`config.mk`:
```
export PLATFORM = sky130hd
export DESIGN_NAME = e1_ra_bit_gen
export DESIGN_NICKNAME = d
export VERILOG_FILES = /design/src/rtl/ra_pkg.sv /design/src/rtl/ra_crc_blk_mon.sv /design/src/rtl/ra_cond_mux.sv /design/src/rtl/ra_bit_sampler.sv /design/src/rtl/e1_ra_bit_gen.sv
export SDC_FILE = /design/constraint.sdc
export NUM_CORES = 1
export LEC_CHECK = 0
export ABC_AREA = 1
export BUFFER_PORTS_ARGS = -buffer_cell sky130_fd_sc_hd__clkbuf_2
export CELL_PAD_IN_SITES_DETAIL_PLACEMENT = 0
export CELL_PAD_IN_SITES_GLOBAL_PLACEMENT = 1
export CORE_AREA = 2 2 66 68
export DETAILED_ROUTE_END_ITERATION = 8
export DIE_AREA = 0 0 68 70
export PLACE_DENSITY = 0.73
export SYNTH_ARGS = -nofsm -noshare
export SYNTH_HDL_FRONTEND = slang
export SYNTH_SLANG_ARGS = --single-unit
```
`constraint.sdc`:
```
create_clock -name clk -period 4 [get_ports clk]
set_clock_uncertainty 0.2 [all_clocks]
set_input_delay 0.2 -clock clk [delete_from_list [all_inputs] [get_ports clk]]
set_output_delay 0.2 -clock clk [all_outputs]
set_load 0.05 [all_outputs]
```
`src/rtl/ra_pkg.sv`:
```
package ra_pkg;

    // Control word bit positions (decoded by the register block)
    localparam int CB_LFA      = 0;
    localparam int CB_TS16     = 1;
    localparam int CB_CRCMF    = 2;
    localparam int CB_CRCTMR   = 3;
    localparam int CB_SA6_8    = 4;
    localparam int CB_SA6_C    = 5;
    localparam int CB_SPARE    = 6;
    localparam int CB_FORCE    = 7;
    localparam int CTRL_W      = 8;

    localparam logic [3:0] SA6_PAT_8 = 4'h8;
    localparam logic [3:0] SA6_PAT_C = 4'hC;

    typedef struct packed {
        logic       lfa_fbe;
        logic       lmf_crc;
        logic       lmf_ts16;
        logic       crc_tmr_exp;
        logic [3:0] sa6;
    } rx_stat_t;

    typedef logic [CTRL_W-1:0] cond_vec_t;

    function automatic logic sa6_is(input logic [3:0] code, input logic [3:0] pat);
        return code == pat;
    endfunction

endpackage

```
`src/rtl/ra_crc_blk_mon.sv`:
```
module ra_crc_blk_mon #(
    parameter int WINDOW = 1000,
    parameter int THRESH = 915
) (
    input  logic clk,
    input  logic rst,
    input  logic blk_valid,
    input  logic blk_err,
    input  logic realign,
    output logic crc_lfa
);
    localparam int CW = $clog2(WINDOW + 1);

    logic [CW-1:0] blk_cnt;
    logic [CW-1:0] err_cnt;
    logic [CW-1:0] err_total;
    logic          win_end;
    logic          trip;
    logic          crc_lfa_q;

    assign win_end   = blk_valid && (blk_cnt == CW'(WINDOW - 1));
    assign err_total = err_cnt + CW'(blk_err);
    assign trip      = win_end && (err_total >= CW'(THRESH));

    always_ff @(posedge clk) begin
        if (rst) begin
            blk_cnt <= '0;
            err_cnt <= '0;
        end else if (blk_valid) begin
            if (win_end) begin
                blk_cnt <= '0;
                err_cnt <= '0;
            end else begin
                blk_cnt <= blk_cnt + 1'b1;
                err_cnt <= err_total;
            end
        end
    end

    always_ff @(posedge clk) begin
        if (rst)          crc_lfa_q <= 1'b0;
        else if (trip)    crc_lfa_q <= 1'b1;
        else if (realign) crc_lfa_q <= 1'b0;
    end

    assign crc_lfa = crc_lfa_q;

    // indication rises only at a window end
    a_r10_rise_at_end: assert property (@(posedge clk) disable iff (rst)
        $rose(crc_lfa_q) |-> $past(win_end));
    // indication falls only after realign
    a_r11_fall_on_realign: assert property (@(posedge clk) disable iff (rst)
        $fell(crc_lfa_q) |-> $past(realign));
    // counters stay inside the window
    a_r10_cnt_bound: assert property (@(posedge clk) disable iff (rst)
        (blk_cnt < CW'(WINDOW)) && (err_cnt <= blk_cnt));

endmodule

```
`src/rtl/ra_cond_mux.sv`:
```
module ra_cond_mux
    import ra_pkg::*;
(
    input  logic [CTRL_W-1:0] ctrl,
    input  rx_stat_t          stat,
    input  logic              crc_lfa,
    output cond_vec_t         cond_vec
);
    cond_vec_t raw;

    always_comb begin
        raw             = '0;
        raw[CB_LFA]     = stat.lfa_fbe | crc_lfa;
        raw[CB_TS16]    = stat.lmf_ts16;
        raw[CB_CRCMF]   = stat.lmf_crc;
        raw[CB_CRCTMR]  = stat.lmf_crc & stat.crc_tmr_exp;
        raw[CB_SA6_8]   = sa6_is(stat.sa6, SA6_PAT_8);
        raw[CB_SA6_C]   = sa6_is(stat.sa6, SA6_PAT_C);
        raw[CB_SPARE]   = 1'b0;
        raw[CB_FORCE]   = 1'b1;
    end

    for (genvar i = 0; i < CTRL_W; i++) begin : g_mask
        assign cond_vec[i] = raw[i] & ctrl[i];
    end

endmodule

```
`src/rtl/ra_bit_sampler.sv`:
```
module ra_bit_sampler
    import ra_pkg::*;
(
    input  logic      clk,
    input  logic      rst,
    input  logic      strobe,
    input  cond_vec_t cond_vec,
    output logic      a_bit
);
    logic a_q;

    always_ff @(posedge clk) begin
        if (rst)         a_q <= 1'b0;
        else if (strobe) a_q <= |cond_vec;
    end

    assign a_bit = a_q;

    // value held between strobes
    a_r9_hold: assert property (@(posedge clk) disable iff (rst)
        !strobe |=> $stable(a_q));
    // forced alarm appears after the strobe
    a_r3_force: assert property (@(posedge clk) disable iff (rst)
        (strobe && cond_vec[CB_FORCE]) |=> a_q);

endmodule

```
`src/rtl/e1_ra_bit_gen.sv`:
```
module e1_ra_bit_gen
    import ra_pkg::*;
#(
    parameter int WINDOW = 1000,
    parameter int THRESH = 915
) (
    input  logic       clk,
    input  logic       rst,
    input  logic [7:0] ctrl_i,
    input  logic       nfas_ts0_i,
    input  logic       lfa_fbe_i,
    input  logic       lmf_crc_i,
    input  logic       lmf_ts16_i,
    input  logic       crc_tmr_exp_i,
    input  logic [3:0] sa6_code_i,
    input  logic       crc_blk_valid_i,
    input  logic       crc_blk_err_i,
    input  logic       realign_i,
    output logic       a_bit_o,
    output logic       crc_lfa_o
);
    rx_stat_t  stat;
    cond_vec_t cond_vec;
    logic      crc_lfa;

    assign stat = '{lfa_fbe:     lfa_fbe_i,
                    lmf_crc:     lmf_crc_i,
                    lmf_ts16:    lmf_ts16_i,
                    crc_tmr_exp: crc_tmr_exp_i,
                    sa6:         sa6_code_i};

    ra_crc_blk_mon #(.WINDOW(WINDOW), .THRESH(THRESH)) u_mon (
        .clk       (clk),
        .rst       (rst),
        .blk_valid (crc_blk_valid_i),
        .blk_err   (crc_blk_err_i),
        .realign   (realign_i),
        .crc_lfa   (crc_lfa)
    );

    ra_cond_mux u_mux (
        .ctrl     (ctrl_i),
        .stat     (stat),
        .crc_lfa  (crc_lfa),
        .cond_vec (cond_vec)
    );

    ra_bit_sampler u_smp (
        .clk      (clk),
        .rst      (rst),
        .strobe   (nfas_ts0_i),
        .cond_vec (cond_vec),
        .a_bit    (a_bit_o)
    );

    assign crc_lfa_o = crc_lfa;

    // nothing enabled means no alarm
    a_r2_masked: assert property (@(posedge clk) disable iff (rst)
        (nfas_ts0_i && ctrl_i[5:0] == 6'd0 && !ctrl_i[7]) |=> !a_bit_o);
    // timer-qualified condition alone needs both inputs
    a_r7_tmr: assert property (@(posedge clk) disable iff (rst)
        (nfas_ts0_i && ctrl_i == 8'h08 && !(lmf_crc_i && crc_tmr_exp_i)) |=> !a_bit_o);

endmodule

```
## Word-level counts from Yosys, hierarchy flattened

Index checks and enable logic that the tools add are counted.

| storage, ports and cells | value |
|---|---|
| bits in registers | 22 |
| output and inout bits | 2 |

| cells by class | value |
|---|---|
| reduce and logical (&&, ||, !) cells | 4 |
| eq/ne operators | 3 |
| bitwise operators | 8 |
| $lt $le $gt $ge | 1 |
| add/sub/neg operators | 2 |
| mux-type cells | 4 |

Operators by type and width:

| cell | number |
|---|---|
| $mux 10 | 2 |
| $add 10x1->10 | 1 |
| $add 10x1->10 const B | 1 |
| $eq 10x10->1 const B | 1 |
| $ge 10x10->1 const B | 1 |
| $eq 4x4->1 const B | 2 |
| $and 1x1->1 | 7 |
| $reduce_or 7->1 | 1 |
| $logic_and 1x1->1 | 2 |
| $mux 1 | 2 |
| $reduce_bool 2->1 | 1 |
| $or 1x1->1 | 1 |

## Depth between registers and ports, before layout

Gate-level depths: netlist (run 1).

| depth | value |
|---|---|
| depth after elaboration | 4 |
| depth in mapped cells | 11 |
| depth with buffers taken out | 11 |

## By module

Synthesis (run 1) repeated with hierarchy kept, for this count alone.

| unflattened totals | value |
|---|---|
| cells, all modules | 197 |
| area total of the unflattened synthesis | 1,268.7 um2 |

Modules (own cells, without submodules):

| module | area each (um2) | cells an instance | instances |
|---|---|---|---|
| ra_crc_blk_mon | 1,128.6 | 169 | 1 |
| ra_cond_mux | 73.8 | 16 | 1 |
| ra_bit_sampler | 66.3 | 12 | 1 |

## Worst setup path after synthesis (run 1)

Ideal clock, no wire load.

| timing path | value |
|---|---|
| kind | flip-flop to flip-flop |
| from | register u_mon.err_cnt[0] |
| to | register u_mon.crc_lfa_q, in the netlist u_mon.crc_lfa |
| data required time | 3.669 ns |
| data arrival time | 1.254 ns |
| setup slack | 2.415 ns |
| cell stages (with the launch flop) | 9 |
| cells stage by stage | dfxtp_1 > ha_1 > ha_1 > nand3_2 > nor2_1 > xor2_1 > nand3_1 > nand2_1 > a21oi_2 |

| between the ends | value |
|---|---|
| word-level cells in the longest chain between the ends | 4 |
| elaborated cells between the ends (all ways) | 5 |

Ends and longest elaborated chain:

| what | RTL line | RTL |
|---|---|---|
| start: declaration | ra_crc_blk_mon.sv:15 | `logic [CW-1:0] err_cnt;` |
| start signal: assignment | ra_crc_blk_mon.sv:35 | `err_cnt <= err_total;` |
| $add 10x1->10 (*) | ra_crc_blk_mon.sv:22 | `assign err_total = err_cnt + CW'(blk_err);` |
| $ge 10x10->1 (*) | ra_crc_blk_mon.sv:23 | `assign trip = win_end && (err_total >= CW'(THRESH));` |
| $logic_and 1x1->1 (*) | ra_crc_blk_mon.sv:23 |  |
| $mux 1 or $reduce_bool 2->1 (tied branches) | n/a |  |
| end signal: assignment | ra_crc_blk_mon.sv:41 | `if (rst) crc_lfa_q <= 1'b0;` |
| end signal: assignment | ra_crc_blk_mon.sv:42 | `else if (trip) crc_lfa_q <= 1'b1;` |
| end signal: assignment | ra_crc_blk_mon.sv:43 | `else if (realign) crc_lfa_q <= 1'b0;` |
| end: declaration | ra_crc_blk_mon.sv:19 | `logic crc_lfa_q;` |

Every way passes the cells marked *; elsewhere a longest branch is shown, timed or not.
A chain may end at the register's enable or synchronous reset.

## Worst setup path after layout (run 1)

Same ends and word-level chain as after synthesis.

==> flow_summary.ini, run 1 <==
[power_and_ir_drop]
p_per_area_nw_per_um2 = 321
power_w = 0.000473
swShare = 0.214
p_seq_frac = 0.476
clockPowerShare = 0.443
ir_drop_v = 0.000204
p_switching_w = 0.000101
power_frac_comb = 0.081
p_leak_nw = 0.633
p_int_w = 0.000372

[critical_path]
critPathTopFamily = simple AND/OR/NAND/NOR gates
r2r-start = u_mon.err_cnt[0]
startpoint = u_mon.err_cnt[0]
timing.rr.end = u_mon.crc_lfa
cp-end-kind = flip-flop
critPathRequiredTime_ns = 3.95
worst-path-buf-inv = 0
crit_path_cell_trace = ha_1 > ha_1 > nand3_2 > nor2_1 > xor2_1 > nand3_1 > nand2_1 > a21oi_2
cp.arrival_ns = 1.69
slowest_stage = dfxtp_1
critical_path_class = reg -> reg
r2r_cells = 8
cp.depth = 8
start_kind = flip-flop
reg2reg_slack_ns = 2.26
cp_max_fo = 3
cpPeakStageDelay_ns = 0.36
crit_end = u_mon.crc_lfa
crit_path_frequent_cell = ha_1

[synth]
synth_cell_types = 28
yosysTopAreaCell = dfxtp_1
avgSynthCellArea_sq_um = 6.86
async_reset_ff_frac = 0
synthMuxAreaShare = 0
synthCells = 177
yosys.area_share.simple = 0.363
synthXorXnorAreaFrac = 0.0289
ys_seq_area_frac = 0.363
synth_fa_ha_area_frac = 0.0412
yosysWarnings = 0
syn-num-nets = 203
synth-compound-area-share = 0.130
synth_ff_type = dfxtp_1
ys_ff_latch = 22
synth_top_family_by_area = simple AND/OR/NAND/NOR gates
synthTopCellsByArea = dfxtp_1, nand2_1, a21oi_1
synth_top_area_frac = 0.363
synth.cell_area_sq_um = 1210
synth_most_common_cell = nand2_1
synth_edf_count = 0
ys_top_cells_by_count = nand2_1, dfxtp_1, nor2_1

[finish]
drive_above_1_share = 0.202
antenna_cells = 0
syn2layout_area_growth_pct = 21.3
nNetsFinal = 230
post-route-util = 0.355

[sta]
setup_tns_ns = 0
hold_violations = 0
rsz0062_at_grt = no
final.period_utilization = 0.436
fin_crit_ns = 1.74
worstMarginPinSlew_ns = 0.366
maxSlewViolCount = 0
slew_headroom = 0.756
max_freq_mhz = 574
hold-worst-slack_ns = 0.0849
setup_viol = 0

[detailed_routing]
drt_wl_total_um = 2480
firstDrtPassIters = 4
antenna_left = 0
wl_per_cell_um = 9.71
vias = 1128
drc = 0
viasPerCell = 4.42
drt_iter0_markers = 50

[clocking]
clock-sinks = 22
cts-htree-levels = 1
cts_tree = built
insertion_delay_ns = 0.27
clk_pin_slew_ns = 0.08
cts_max_path_buffers = 2
postCtsResizedCells = 0
cts-buffers-inserted = 3
cts-root-buf = clkbuf_8
postCtsSetupBuffers = 0

[place]
gp_congestion = 0.775
io_buffers = 22
hpwlAfterDp_um = 1870

[global_routing]
grt.total_usage = 0.116
met2_usage = 0.198
grt_max_degree = 16
grt_use_met1 = 0.143
grt_pass1_vias = 1055
busiest_layer = met2
grt_pass1_wl_um = 4400
grt.overflow.total = 0
antenna_found_initial = 0
use_met3 = 0.0338

[floorplan]
num_io_pins = 24
row_count = 24
fp.dieW_um = 68
start_util = 0.293
die_h_um = 70
dieArea_sq_um = 4760
coreArea_sq_um = 4140

[min_path]
hold_class = in -> reg

[job]
cap_violations = 0

[run_status]
status = complete, no violations
==> worst min-delay path by stage <==
stage,startpoint,to,depth (start not counted)
detailed placement,nfas_ts0_i,u_smp.a_bit,3
global placement,nfas_ts0_i,u_smp.a_bit,3
finish,ctrl_i[7],u_smp.a_bit,5
floorplan,rst,u_mon.err_cnt[0],1
CTS,ctrl_i[7],u_smp.a_bit,5
global route,ctrl_i[7],u_smp.a_bit,5
==> sequential cells by signal (all words and copies together) (netlist names) <==
register	count
u_mon.blk_cnt	10
u_mon.crc_lfa	1
u_mon.err_cnt	10
u_smp.a_bit	1
==> cell families after synthesis <==
kind of cell | count (synthesis)
buffers and inverters | 24
AO/OA/AOI/OAI | 27
AND/OR/NAND/NOR | 96
XOR/XNOR | 4
flip-flops | 22
adder cells (fa/ha/maj) | 4
==> tightest hold or removal path, stage by stage <==
cell and delay [ns]:
clkbuf_2 0.08, a211oi_1 0.04, nand4_1 0.08, o211ai_1 0.08
inv_1 0.05
==> metal layers <==
metal | up-vias | share of wire
li1 | 619 | -
met3 | 2 | 0.025
met5 | - | 0
met4 | 0 | 0.0028
met1 | 499 | 0.47
met2 | 8 | 0.50
==> cell usage in the layout, fill, tap and decap left out <==
cell type      count
a21oi_2            1
nor2_2             1
dfxtp_1           22
nor2_4             3
bufinv_16          1
nor3_1             2
o21a_1             1
o2111ai_1          1
inv_2              3
inv_1             18
a211oi_1           1
nand3b_1           2
nand2_2            1
xor2_1             1
clkbuf_2          22
nand3_2            4
a211oi_2           1
clkbuf_8           3
nand4_1            2
nor3_2             1
nand3_1            5
o211ai_1           1
dlygate4sd3_1      2
clkinv_1           1
nand2_1           54
ha_1               4
a21oi_1           17
xnor2_1            3
o21ai_1            1
nor2_1            21
o21ai_0            3
==> layout make-up <==
cell class / count / area, sq um
Fill cell: 463 / 2670
Multi-Input combinational cell: 131 / 683
Sequential cell: 22 / 440
Timing Repair Buffer: 24 / 130
Inverter: 22 / 82.6
Tap cell: 52 / 65.1
Clock buffer: 3 / 41.3
Clock inverter: 1 / 30.0
==> timing repair <==
action | in CTS | in global routing
endpoints found under the hold margin | 2 | 0
endpoints found under the setup margin | 0 | 0
hold buffers | 2 | 0
==> per-stage QoR <==
stage	cells	setup WS (ns)	instance area (sq um)
floorplan	177	2.42	1210
CTS	255	2.24	1470
detailed placement	249	2.26	1380
global route	255	2.17	1470
finish	255	2.26	1470
global placement	249	2.27	1380
==> power groups by stage <==
stage	clock network (W)	logic, W	registers (W)
6_report	0.000210	0.0000382	0.000225
5_1_grt	0.000227	0.0000437	0.000226
4_1_cts	0.000217	0.0000392	0.000225
3_5_place_dp	0	0.0000372	0.000230
3_3_place_gp	0	0.0000371	0.000230
2_1_floorplan	0	0.0000178	0.000233
Power figures use the tool's default switching activity.
==> inputs of run 2 (changes only) <==
Clock period 4 ns to 1.8 ns, I/O delays scaled along.
==> run 2 against run 1 <==
  * Final cell count rose by 2.0%
  * Maximum frequency rose by 3.9%
  * Combinational power grew 150%
  * Register-to-register slack lost 2.1 ns
  * Setup slack got worse by 2.1 ns
  * Die area unchanged
  * Critical path depth did not move
  * Clock power up 68%
  * Via count increased by 0.62%
  * Sequential power grew 120%
  * Utilization up 0.97 points
  * Critical path type unchanged
  * Largest cell class unchanged
==> flow_summary.ini, run 2 (same netlist as run 1, synthesis figures left out) <==
[run_status]
status = complete, no violations

[global_routing]
grt_max_degree = 15
antenna_found_initial = 0
use_met3 = 0.0193
grt.overflow.total = 0
grt_pass1_vias = 1038
met2_usage = 0.195
grt.total_usage = 0.121
grt_pass1_wl_um = 4490
busiest_layer = met2
grt_use_met1 = 0.158

[sta]
hold_violations = 0
maxSlewViolCount = 0
setup_viol = 0
max_freq_mhz = 596
slew_headroom = 0.754
fin_crit_ns = 1.68
final.period_utilization = 0.931
rsz0062_at_grt = no
setup_tns_ns = 0
worstMarginPinSlew_ns = 0.369

[detailed_routing]
drt_iter0_markers = 29
firstDrtPassIters = 2
antenna_left = 0
drc = 0
vias = 1135
drt_wl_total_um = 2470
wl_per_cell_um = 9.48
viasPerCell = 4.37

[finish]
fill_cells = 465
drive_above_1_share = 0.221
final_common_cell = nand2_1
antenna_cells = 0
syn2layout_area_growth_pct = 24.6
nNetsFinal = 235
layout_common_cells = nand2_1, clkbuf_2, nor2_1, dfxtp_1, inv_1
final_cell_area_sq_um = 1510
post-route-util = 0.365
top_regs = u_mon.blk_cnt x10, u_mon.err_cnt x10

[critical_path]
cp-end-kind = flip-flop
reg2reg_slack_ns = 0.12
crit_end = u_mon.crc_lfa
critPathRequiredTime_ns = 1.75
startpoint = u_mon.err_cnt[0]
r2r-start = u_mon.err_cnt[0]
critical_path_class = reg -> reg
r2r_cells = 8
timing.rr.end = u_mon.crc_lfa
cp_max_fo = 3
start_kind = flip-flop
cp.arrival_ns = 1.63

[place]
io_buffers = 22
place_area_sq_um = 1390
hpwlAfterDp_um = 1910
gp_congestion = 0.739

[clocking]
cts_tree = built
cts-root-buf = clkbuf_8
cts-buffers-inserted = 3
insertion_delay_ns = 0.26
cts-htree-levels = 1
clock-sinks = 22
clk_pin_slew_ns = 0.08
cts_max_path_buffers = 2
postCtsSetupBuffers = 0

[floorplan]
fp.dieW_um = 68
start_util = 0.293
coreArea_sq_um = 4140
dieArea_sq_um = 4760
die_h_um = 70
row_count = 24
num_io_pins = 24

[job]
cap_violations = 0

[min_path]
hold_class = in -> reg

[power_and_ir_drop]
p_per_area_nw_per_um2 = 626
p_leak_nw = 0.647
ir_drop_v = 0.000320
[run 2: cell types whose count changed in the layout (fill, tap and decap cells not counted), sizes merged]
cell / before / now
buf: 0 / 1
bufinv: 1 / 0
clkbuf: 25 / 26
dlygate4sd3: 2 / 6
[run 2: worst min-delay path by stage]
stage	start	end	slack [ns]	depth (start not counted)
3_5_place_dp	nfas_ts0_i	u_smp.a_bit	0.14	3
3_3_place_gp	nfas_ts0_i	u_smp.a_bit	0.14	3
6_report	ctrl_i[1]	u_smp.a_bit	0.0001	5
5_1_grt	ctrl_i[1]	u_smp.a_bit	0.06	5
4_1_cts	ctrl_i[1]	u_smp.a_bit	0.003	5
2_1_floorplan	rst	u_mon.err_cnt[0]	-0.04	1
[run 2: area by class of cell]
cell class                 count  area [sq um]  area share
tap                           52          65.1      0.0430
timing repair buffer          29           178       0.117
sequential                    22           442       0.292
inverter                      22          82.6      0.0546
clock buffer                   4          55.1      0.0364
multi-input combinational    131           691       0.457
[run 2: repair_timing]
action                                  4_1_cts  5_1_grt
endpoints found under the setup margin        0        3
hold endpoints to repair                      4        0
gates resized for setup                       0        4
hold buffers                                  6        0
[run 2: per-stage QoR]
step / worst slack [ns] / hold slack (ns) / cells / power [W]
CTS: 0.0555 / 0.00255 / 260 / 0.000964
detailed placement: 0.0823 / 0.143 / 250 / 0.000597
finish: 0.123 / 0.000105 / 260 / 0.000948
floorplan: 0.215 / -0.0409 / 177 / 0.000557
global placement: 0.0991 / 0.139 / 250 / 0.000596
global route: 0.00477 / 0.0594 / 260 / 0.00100
[run 2: routing by layer]
layer / vias up / part of all wire
met3: 4 / 0.011
met2: 3 / 0.50
met4: 0 / 0.011
li1: 626 / -
met1: 502 / 0.48
met5: - / 0
[run 2: worst max-delay path: stages (launching register included)]
cell	delay (ns)
dfxtp_2	0.34
ha_1	0.14
ha_2	0.19
nand3_2	0.11
nor2_1	0.14
xor2_1	0.20
nand3_1	0.10
nand2_1	0.09
a21oi_2	0.05
[run 2: power breakdown]
part / total [W] / internal (W) / switching (W)
logic: 0.0000936 / 0.0000436 / 0.0000500
registers: 0.000501 / 0.000495 / 0.00000621
clock network: 0.000353 / 0.000195 / 0.000158
